===== src/rtl/sram_pkg.sv =====
package sram_pkg;

  typedef enum logic [1:0] {
    MODE_IDLE  = 2'd0,
    MODE_MUTE  = 2'd1,
    MODE_WRITE = 2'd2,
    MODE_READ  = 2'd3
  } access_mode_e;

endpackage


===== src/rtl/sram_mode_dec.sv =====
module sram_mode_dec
  import sram_pkg::*;
(
  input  logic         sel_n_i,
  input  logic         sel_i,
  input  logic         hold_out_i,
  input  logic         read_i,
  output access_mode_e mode_o,
  output logic         drive_o,
  output logic         we_o
);

  logic selected;

  assign selected = !sel_n_i && sel_i;

  always_comb begin
    if (!selected)      mode_o = MODE_IDLE;
    else if (!read_i)   mode_o = MODE_WRITE;
    else if (hold_out_i) mode_o = MODE_MUTE;
    else                mode_o = MODE_READ;
  end

  // write-through drives unless the output is disabled
  assign drive_o = (mode_o == MODE_READ) ||
                   ((mode_o == MODE_WRITE) && !hold_out_i);
  assign we_o    = (mode_o == MODE_WRITE);

endmodule


===== src/rtl/sram_store.sv =====
module sram_store #(
  parameter int ADDR_W = 8,
  parameter int DATA_W = 4,
  localparam int DEPTH = 1 << ADDR_W
) (
  input  logic              clk_i,
  input  logic              we_i,
  input  logic [ADDR_W-1:0] addr_i,
  input  logic [DATA_W-1:0] wdata_i,
  output logic [DATA_W-1:0] rdata_o
);

  // one bit column per data bit; no reset, contents undefined at power-up
  for (genvar b = 0; b < DATA_W; b++) begin : g_col
    logic [DEPTH-1:0] col_q;

    always_ff @(posedge clk_i) begin
      if (we_i) col_q[addr_i] <= wdata_i[b];
    end

    assign rdata_o[b] = col_q[addr_i];
  end

endmodule


===== src/rtl/sram_out_stage.sv =====
module sram_out_stage
  import sram_pkg::*;
#(
  parameter int DATA_W = 4
) (
  input  logic              clk_i,
  input  logic              rst_ni,
  input  access_mode_e      mode_i,
  input  logic              drive_i,
  input  logic [DATA_W-1:0] wdata_i,
  input  logic [DATA_W-1:0] rdata_i,
  output logic [DATA_W-1:0] dout_o,
  output logic              dout_en_o
);

  logic [DATA_W-1:0] dout_d;

  always_comb begin
    dout_d = '0;
    if (drive_i) dout_d = (mode_i == MODE_WRITE) ? wdata_i : rdata_i;
  end

  always_ff @(posedge clk_i or negedge rst_ni) begin
    if (!rst_ni) begin
      dout_o    <= '0;
      dout_en_o <= 1'b0;
    end else begin
      dout_o    <= dout_d;
      dout_en_o <= drive_i;
    end
  end

endmodule


===== src/rtl/sram_dual_en.sv =====
module sram_dual_en
  import sram_pkg::*;
#(
  parameter int ADDR_W = 8,
  parameter int DATA_W = 4
) (
  input  logic              clk_i,
  input  logic              rst_ni,
  input  logic [ADDR_W-1:0] addr_i,
  input  logic [DATA_W-1:0] din_i,
  input  logic              sel_n_i,
  input  logic              sel_i,
  input  logic              hold_out_i,
  input  logic              read_i,
  output logic [DATA_W-1:0] dout_o,
  output logic              dout_en_o
);

  access_mode_e      mode;
  logic              drive;
  logic              we;
  logic [DATA_W-1:0] rdata;

  sram_mode_dec u_dec (
    .sel_n_i    (sel_n_i),
    .sel_i      (sel_i),
    .hold_out_i (hold_out_i),
    .read_i     (read_i),
    .mode_o     (mode),
    .drive_o    (drive),
    .we_o       (we)
  );

  sram_store #(
    .ADDR_W (ADDR_W),
    .DATA_W (DATA_W)
  ) u_store (
    .clk_i   (clk_i),
    .we_i    (we),
    .addr_i  (addr_i),
    .wdata_i (din_i),
    .rdata_o (rdata)
  );

  sram_out_stage #(
    .DATA_W (DATA_W)
  ) u_out (
    .clk_i     (clk_i),
    .rst_ni    (rst_ni),
    .mode_i    (mode),
    .drive_i   (drive),
    .wdata_i   (din_i),
    .rdata_i   (rdata),
    .dout_o    (dout_o),
    .dout_en_o (dout_en_o)
  );

endmodule


===== config.mk =====
export PLATFORM = sky130hd
export DESIGN_NAME = sram_dual_en
export DESIGN_NICKNAME = d
export VERILOG_FILES = /design/src/rtl/sram_pkg.sv /design/src/rtl/sram_mode_dec.sv /design/src/rtl/sram_store.sv /design/src/rtl/sram_out_stage.sv /design/src/rtl/sram_dual_en.sv
export SDC_FILE = /design/constraint.sdc
export NUM_CORES = 1
export LEC_CHECK = 0
export ABC_CLOCK_PERIOD_IN_PS = 4000
export BUFFER_PORTS_ARGS = -buffer_cell sky130_fd_sc_hd__buf_2
export CORE_MARGIN = 4
export CORE_UTILIZATION = 60
export CTS_BUF_LIST = sky130_fd_sc_hd__clkbuf_8
export DETAILED_ROUTE_END_ITERATION = 7
export PLACE_DENSITY_LB_ADDON = 0.1
export SYNTH_ARGS = -nofsm -noshare
export SYNTH_HDL_FRONTEND = slang
export SYNTH_SLANG_ARGS = --single-unit

===== constraint.sdc =====
create_clock -name clk_i -period 4 [get_ports clk_i]
set_input_delay 0.4 -clock clk_i [delete_from_list [all_inputs] [get_ports clk_i]]
set_output_delay 0.4 -clock clk_i [all_outputs]
set_load 0.005 [all_outputs]

# [Yosys cells after proc, flatten, opt, wreduce, memory -nomap -nowiden]
# Index checks and enable logic that the tools add are counted.
[word_totals] word_cells=35 output_inout_bits=5 regBits=1029
[classes] n_lt_le_gt_ge=2 reduce_logical=6 n_mux=19 eq_ne=2
[ops] op="bitwise mux 256 bit" n=4
[ops] op="binary-select mux 1 bit (select 8 bit)" n=4
[ops] op="less-than comparator 8 x 9 -> 1 bit, second input constant" n=1
[ops] op="demux 1 bit (select 8 bit)" n=1
[ops] op="greater-or-equal comparator 8 x 1 -> 1 bit, second input constant" n=1
[ops] op="two-way mux 4 bit" n=2
[ops] op="two-way mux 2 bit" n=3
[ops] op="two-way mux 1 bit" n=5
[ops] op="equality test 2 bit, second input constant" n=2
[ops] op="logical AND 1 bit" n=3
[ops] op="logical NOT 1 bit" n=2
[ops] op="logical OR 1 bit" n=1

# [Depth between registers and ports, before layout]
# Gate-level depths: netlist (run 1).
[logic_depth] word_depth=7 ltp_mapped=11 mapped_depth_nobuf=7

# [By module]
# Synthesis (run 1) repeated with hierarchy kept, for this count alone.
[unflattened] cells_unflattened=1959 hier_area_um2=40098.5
[modules_own_cells] module="sram_store" area_each_um2=39850.7 cells_per_inst=1933 n_inst=1
[modules_own_cells] module="sram_out_stage" area_each_um2=210.2 cells_per_inst=20 n_inst=1
[modules_own_cells] module="sram_mode_dec" area_each_um2=37.5 cells_per_inst=6 n_inst=1

# [Least setup slack after synthesis (run 1)]
# No wires, ideal clock.
[synth_path] kind="input to register" from="input port addr_i[0]" to="register u_store.g_col[0].col_q[64] (enable)" arrival_time_ps=2301 cell_stages=9 n_path_buf=6 setup_time_ps=330 t_required_ps=3670 path_slack_ps=1369 cell_sequence="buf_6 buf_6 buf_4 buf_4 buf_6 nor4_1 nand2_1 buf_2 nor2_1"
[synth_lines] item="start, declared" line_no="sram_dual_en.sv:9" text="input logic [ADDR_W-1:0] addr_i,"
[synth_lines] item="end signal, assigned by index" line_no="sram_store.sv:18" text="if (we_i) col_q[addr_i] <= wdata_i[b];"
[synth_lines] item="end, declared" line_no="sram_store.sv:15" text="logic [DEPTH-1:0] col_q;"

# [Worst setup path in the final report (run 1)]
[layout_path] from="register u_store.g_col[1].col_q[251]" to="register u_out.dout_o[1]"
[layout_between] elab_chain_cells=4
[layout_rtl] item="start, declared" line_no="sram_store.sv:15"
[layout_rtl] item="start signal, assigned by index" line_no="sram_store.sv:18"
[layout_rtl] item="binary-select mux 1 bit (select 8 bit)" line_no="sram_store.sv:21" text="assign rdata_o[b] = col_q[addr_i];"
[layout_rtl] item="two-way mux 1 bit (implied by the code)" line_no="sram_store.sv:21"
[layout_rtl] item="two-way mux 4 bit (2 in a row)" line_no="sram_out_stage.sv:20" text="if (drive_i) dout_d = (mode_i == MODE_WRITE) ? wdata_i : rdata_i;"
[layout_rtl] item="named net u_out.dout_d[1]" line_no="sram_out_stage.sv:16" text="logic [DATA_W-1:0] dout_d;"
[layout_rtl] item="end signal, assigned" line_no="sram_out_stage.sv:28" text="dout_o <= dout_d;"
[layout_rtl] item="end, declared" line_no="sram_out_stage.sv:12" text="output logic [DATA_W-1:0] dout_o,"
# The timed path passes the listed nets, and every way through them passes these cells. The select of a mux whose other input is x is not followed.
# A chain may end at the register's enable or synchronous reset.

==> results of run 1 <==
power by group through the flow:
| stage | Combinational, mW | Sequential, mW | Clock (mW) |
|---|---|---|---|
| global placement | 1.03 | 12.1 | 0 |
| finish | 1.06 | 11.9 | 7.79 |
| global route | 1.11 | 11.9 | 8.50 |
| floorplan | 0.580 | 12.1 | 0 |
| detailed placement | 1.05 | 12.1 | 0 |
| CTS | 1.05 | 11.9 | 7.91 |
sequential cells by signal, summed over array words and instances, names as in the netlist:
name                 count
u_out.dout_en_o          1
u_out.dout_o             4
u_store.g_col.col_q   1024
layout make-up:
type	instances	area (um2)	area share [%]
flip-flops and latches	1029	30900	68.7
inverters	4	15.0	0.0334
clock buffers	167	2300	5.11
repair buffers	126	1150	2.56
diodes	3	7.51	0.0167
well taps	873	1090	2.43
clock inverters	116	507	1.13
multi-input cells	834	9020	20.1
worst paths after layout:
kind,from,end,slack [ns],cells past startpoint
worst max-delay path,u_store.g_col[1].col_q[251]$_DFFE_PP_,u_out.dout_o[1]$_DFF_PN0_,1.22,7
worst min-delay path,din_i[1],u_store.g_col[1].col_q[166]$_DFFE_PP_,0.08,1
worst max register to register,u_store.g_col[1].col_q[251]$_DFFE_PP_,u_out.dout_o[1]$_DFF_PN0_,1.22,7
worst min register to register,u_store.g_col[3].col_q[11]$_DFFE_PP_,u_out.dout_o[3]$_DFF_PN0_,1.05,6
max in group asynchronous,rst_ni,u_out.dout_o[0]$_DFF_PN0_,3.09,3
min in group asynchronous,rst_ni,u_out.dout_o[1]$_DFF_PN0_,0.61,3
routing by layer:
layer	wire (um)	track usage [%]
met1	38200	40.6
met2	45500	41.8
met3	10400	8.20
met4	2820	8.95
met5	0	0
logic make-up (layout without fill, tap and decap cells):
logic type	after synthesis	after routing	synth area share, %
buf+inv	130	413	1.61
flops	1029	1029	76.2
compound gates	117	117	2.11
simple gates	399	399	4.08
other cells	0	3	0
mux	318	318	16.0
per-stage QoR:
step / area (um2) / power [mW] / instances
3_5_place_dp: 42100 / 13.1 / 2861
2_1_floorplan: 40500 / 12.7 / 1993
4_1_cts: 45000 / 20.8 / 3149
6_report: 45000 / 20.7 / 3152
3_3_place_gp: 42100 / 13.1 / 2861
5_1_grt: 45000 / 21.5 / 3150
worst register-to-register path, delay by kind of cell, from the launching register on:
family / cells / cell delay, ns
multiplexers: 1 / 0.47
AO/OA/AOI/OAI: 6 / 1.80
flip-flops: 1 / 0.37
synth_stat cells (2+ instances only):
| library cell | n |
|---|---|
| a21oi_1 | 11 |
| o311a_1 | 2 |
| mux2i_1 | 53 |
| mux4_1 | 5 |
| nor4_1 | 3 |
| buf_2 | 46 |
| nor3_1 | 4 |
| nor2_1 | 271 |
| buf_1 | 7 |
| mux4_2 | 259 |
| nand2_1 | 64 |
| o211ai_1 | 4 |
| nand3_1 | 18 |
| a22o_1 | 8 |
| and3_1 | 2 |
| buf_4 | 12 |
| clkbuf_1 | 53 |
| edfxtp_1 | 1024 |
| and2_1 | 6 |
| nand2b_1 | 3 |
| a211o_1 | 4 |
| a211oi_1 | 4 |
| nand4_1 | 6 |
| o22ai_1 | 10 |
| buf_6 | 7 |
| nor3b_1 | 3 |
| a221oi_1 | 9 |
| o21ai_0 | 14 |
| inv_1 | 3 |
| nor2b_1 | 14 |
| dfrtp_1 | 5 |
| a32oi_1 | 7 |
| a22oi_1 | 37 |
what timing repair did:
item                      4_1_cts  5_1_grt
hold endpoints to repair       41        0
hold buffers                    5        0
buffers inserted                0        0
gates resized for setup         0        0
==> results.tsv, run 1 <==
metric	value	unit
global-route wire length before repair	143	mm
wire length per cell	30.7	um
RSZ-0062 raised after global routing	false	
FF+latch count, synth	1029	
Final Cycle Share	69.5	%
sequential share of power	57.3	%
hold crit path type	in2reg	
EDFF count, synth	1024	
CP peak stage delay	0.50	ns
Final Hold Vio Count	0	
Clock Skews	0.0331	ns
synthesized instance count	1993	
Logic pwr share	5.1	%
relative slew slack	27.9	%
Mapped Area	0.0405	mm2
slowest CP cell	a221oi_1	
largest net degree at the start of global routing	108	
setup tns final	0	ns
power share of the clock group	37.6	%
Pleak	14.2	nW
drc violations	0	
vias in the first global route	21200	
die area	0.0718	mm2
Final Wtd Congestion	0.912	
die height	268	um
CP Buf/Inv Count	0	
Max Slew Vio Count	0	
Psw	4.59	mW
outcome	complete, no violations	
post-route worst setup slack	1.22	ns
ranking of synthesized cells by area	edfxtp_1 76%, mux4_2 14%, nor2_1 2.5%	
Crit. End Element	flop	
CP required	4.67	ns
async set-reset flop share out of synthesis	0.486	%
first drt pass iteration count	6	
minimum setup slack after placement	0.556	ns
Setup Viol. Count Final	0	
I/O pins	23	
Layout area overhead	10.9	%
post-synth top area share	75.8	%
share of layout cells above drive strength 1	25.4	%
Initial Util	60.5	%
nets	2173	
Final HPWL DP	61.3	mm
Sinks on Clock Net	1029	
final core utilization	67.1	%
clk_lat worst skew	0.80	ns
routed wire length	96.9	mm
P_int	16.1	mW
nature of the critical path startpoint	flop	
# rows	95	
WP data arrival	3.45	ns
Ys Warns	0	
delay-heaviest family, CP	compound AO/OA/AOI/OAI gates	
initial antenna violation count	4	
Mapped Nets	2011	
total number of vias	20700	
Slew @ Worst Pin	1.07	ns
gr usage total	27.9	%
crit-path max FO	1	
CTS tree	yes	
VDD IR max	331	uV
H-tree levels	4	
GRT Residual Overflow	0	
switching share of power	22.2	%
clock root cell	clkbuf_8	
commonest non-fill, non-tap cell in the layout	edfxtp_1	
CP Cell Sequence	mux4_2 -> a22o_1 -> a221oi_1 -> o22ai_1 -> a211o_1 -> a22oi_1 -> a21oi_1	
Pwr Density	461	mW/mm2
largest area contributor in the netlist	edfxtp_1	
max-cap violations	0	
worst hold margin	0.0820	ns
clk buf depth	3	
Most used DFF post-synth	edfxtp_1	
Worst Path Class, Setup	reg2reg	
fin crit period	2.78	ns
die extent in x	268	um
total core area	0.0670	mm2
I/O Buffers	22	
DR iter-0 viols	2669	
register area share after synthesis	76.2	%
Final ANT Viol Nets	0	
Fill cells	4413	
Vias/cell	6.57	
CTS Buf Count	160	
Netlist cell types	48	
f_max	0.360	GHz
most frequent cells in the layout	1024 x edfxtp_1, 270 x nor2_1, 259 x mux4_2	
Clock Pin Slew Worst Setup and Hold Paths	0.06	ns
Avg Cell Area, Syn	20.3	um2
No activity file was read; power rests on OpenSTA's default activity.
==> run 2, diff against run 1 <==
--- a/config.mk
+++ b/config.mk
@@ -5,7 +5,8 @@
 export SDC_FILE = /design/constraint.sdc
 export NUM_CORES = 1
 export LEC_CHECK = 0
-export ABC_CLOCK_PERIOD_IN_PS = 4000
+export ABC_AREA = 1
+export ABC_CLOCK_PERIOD_IN_PS = 2900
 export BUFFER_PORTS_ARGS = -buffer_cell sky130_fd_sc_hd__buf_2
 export CORE_MARGIN = 4
 export CORE_UTILIZATION = 60
==> constraint.sdc (replaced) <==
create_clock -name clk_i -period 2.9 [get_ports clk_i]
set_input_delay 0.29 -clock clk_i [delete_from_list [all_inputs] [get_ports clk_i]]
set_output_delay 0.29 -clock clk_i [all_outputs]
set_load 0.005 [all_outputs]
==> run 2 against run 1 <==
Compared with the run above: die area rose by 5.4%; register-to-register slack worse by 0.45 ns; first-iteration DRC count is 21% higher; critical path type unchanged; combinational power is 73% higher; synthesized cell count up 100%; clock power rose by 48%; sequential share of layout area shrank 3.7 points; final cell count up 64%.
==> results.tsv, run 2 <==
metric	value	unit
outcome	complete, no violations	
Layout area overhead	11.1	%
Clock Pin Slew Worst Setup and Hold Paths	0.06	ns
Avg Cell Area, Syn	10.7	um2
Final ANT Viol Nets	0	
most frequent cells in the layout	2009 x nand2_1, 1024 x edfxtp_1, 427 x nor2_1	
Fill cells	5468	
Vias/cell	5.67	
synthesized instance count	4010	
Sinks on Clock Net	1029	
share of layout cells above drive strength 1	8.48	%
clock root cell	clkbuf_8	
FF+latch count, synth	1029	
ranking of synthesized cells by area	edfxtp_1 72%, nand2_1 18%, nor2_1 3.8%	
routed wire length	114	mm
minimum setup slack after placement	0.0479	ns
Mapped Nets	4028	
Pwr Density	625	mW/mm2
f_max	0.469	GHz
Mapped Area	0.0428	mm2
EDFF count, synth	1024	
register area	0.0309	mm2
Pwr Total	29.7	mW
async set-reset flop share out of synthesis	0.486	%
largest net degree at the start of global routing	103	
met1 track demand over resource	42.4	%
setup tns final	0	ns
Crit. End Element	flop	
Slew @ Worst Pin	0.829	ns
initial antenna violation count	6	
CTS tree	yes	
vias in the first global route	28300	
Max Slew Vio Count	0	
total number of vias	29300	
Final Cycle Share	73.6	%
met3 Use GR	7.63	%
commonest non-fill, non-tap cell in the layout	nand2_1	
hold crit path type	in2reg	
wire length per cell	22.0	um
VDD IR max	636	uV
die area	0.0757	mm2
die height	275	um
Initial Util	60.8	%
Final HPWL DP	67.2	mm
max reg flops	1024	
Clock Skews	0.0300	ns
registers with the most flip-flops	u_store.g_col.col_q x1024, u_out.dout_o x4, u_out.dout_en_o x1	
I/O Buffers	22	
Ys Warns	0	
Largest Register	u_store.g_col.col_q	
area used by multi-input combinational logic	0.0108	mm2
grt met2 use	48.2	%
Worst Path Class, Setup	reg2reg	
top-count cell post-synth	nand2_1	
nets	4119	
clk buf depth	3	
Final Hold Vio Count	0	
gr usage total	30.5	%
H-tree levels	4	
Most used DFF post-synth	edfxtp_1	
global-route wire length before repair	172	mm
relative slew slack	44.6	%
CTS Buf Count	161	
commonest cells in the synthesized netlist	2009 x nand2_1, 1024 x edfxtp_1, 429 x nor2_1	
crit-path max FO	1	
first drt pass iteration count	5	
fin crit period	2.13	ns
largest area contributor in the netlist	edfxtp_1	
GRT Residual Overflow	0	
DR iter-0 viols	3226	
post-CTS sizing	0	
post-route worst setup slack	0.766	ns
Final Wtd Congestion	0.898	
max-cap violations	0	
nature of the critical path startpoint	flop	
die extent in x	275	um
drc violations	0	
post-synth top area share	71.8	%
RSZ-0062 raised after global routing	false	
I/O pins	23	
WP data arrival	2.81	ns
register area share after synthesis	72.1	%
Setup Viol. Count Final	0	
Pleak	18.3	nW
busiest grt layer	met2	
clk_lat worst skew	0.80	ns
total core area	0.0704	mm2
CP required	3.57	ns
# rows	97	
Netlist cell types	20	
run 2: cell count changes after synthesis, sizes merged, moves of 15 or more:
cell | previous run | this run
mux4 | 264 | 0
buf | 73 | 160
o21ai | 14 | 35
mux2i | 53 | 0
nand2 | 64 | 2009
nand4 | 6 | 65
a22oi | 37 | 0
nand3 | 18 | 169
a21oi | 11 | 28
inv | 4 | 19
nor2 | 271 | 432
run 2: final cells by class:
| class | count | share of cell area (%) |
|---|---|---|
| multi-input combinational | 2742 | 22.7 |
| timing repair buffer | 148 | 3.31 |
| sequential | 1029 | 64.9 |
| tap | 940 | 2.47 |
| clock inverter | 125 | 1.42 |
| clock buffer | 170 | 4.92 |
| antenna | 4 | 0.0211 |
| inverter | 19 | 0.182 |
run 2: critical path: stages (launching register included):
cell and delay [ns]:
edfxtp_1 0.37, nand2_1 0.07, nand2_1 0.05, nand2_1 0.08, nand3_1 0.10, nand2_1 0.08
nand2_1 0.06, o21ai_1 0.25, nand2_1 0.15, nor2_1 0.34, nand2_1 0.11, inv_1 0.08
nand2_1 0.11, nor2_1 0.11, nor2_1 0.06
run 2: routing by layer:
metal | vias to the layer above | part of all wire, %
li1 | 13600 | -
met1 | 14100 | 40
met2 | 1462 | 47
met3 | 213 | 11
met4 | 4 | 2.6
met5 | - | 0.022
run 2: cells by family after synthesis:
family | share of synthesized area [%]
AOI/OAI and AO/OA | 0.737
DFF | 72.1
and+or+nand+nor | 24.5
buffers and inverters | 2.66
run 2: final timing paths:
| check | from | end | slack [ns] | cells past startpoint |
|---|---|---|---|---|
| worst max-delay path | u_store.g_col[0].col_q[230]$_DFFE_PP_ | u_out.dout_o[0]$_DFF_PN0_ | 0.77 | 14 |
| worst min-delay path | din_i[3] | u_store.g_col[3].col_q[54]$_DFFE_PP_ | 0.05 | 1 |
| worst max register to register | u_store.g_col[0].col_q[230]$_DFFE_PP_ | u_out.dout_o[0]$_DFF_PN0_ | 0.77 | 14 |
| worst min register to register | u_store.g_col[2].col_q[89]$_DFFE_PP_ | u_out.dout_o[2]$_DFF_PN0_ | 1.00 | 12 |
| max in group asynchronous | rst_ni | u_out.dout_o[2]$_DFF_PN0_ | 2.03 | 3 |
| min in group asynchronous | rst_ni | u_out.dout_o[0]$_DFF_PN0_ | 0.51 | 3 |
run 2: timing repair:
item / in CTS / in global routing
hold endpoints to repair: 10 / 0
buffers inserted: 0 / 0
hold buffers: 5 / 0
endpoints found under the setup margin: 0 / 0
run 2: through the flow:
stage | area [um2] | hold slack (ns) | utilization, % | std cells
floorplan | 42800 | -0.00559 | - | 4010
global placement | 44500 | 0.152 | 63.2 | 4873
detailed placement | 44500 | 0.154 | 63.2 | 4873
CTS | 47500 | 0.00472 | 67.5 | 5173
global route | 47500 | 0.0378 | 67.5 | 5174
finish | 47500 | 0.0460 | 67.5 | 5177
run 2: power by group:
group	total [mW]	leakage, nW	switching [mW]	internal [mW]
sequential	16.4	9.27	0.00522	16.4
clock	11.5	1.69	5.63	5.88
combinational	1.83	7.29	1.36	0.465
total	29.7	18.3	7.00	22.7
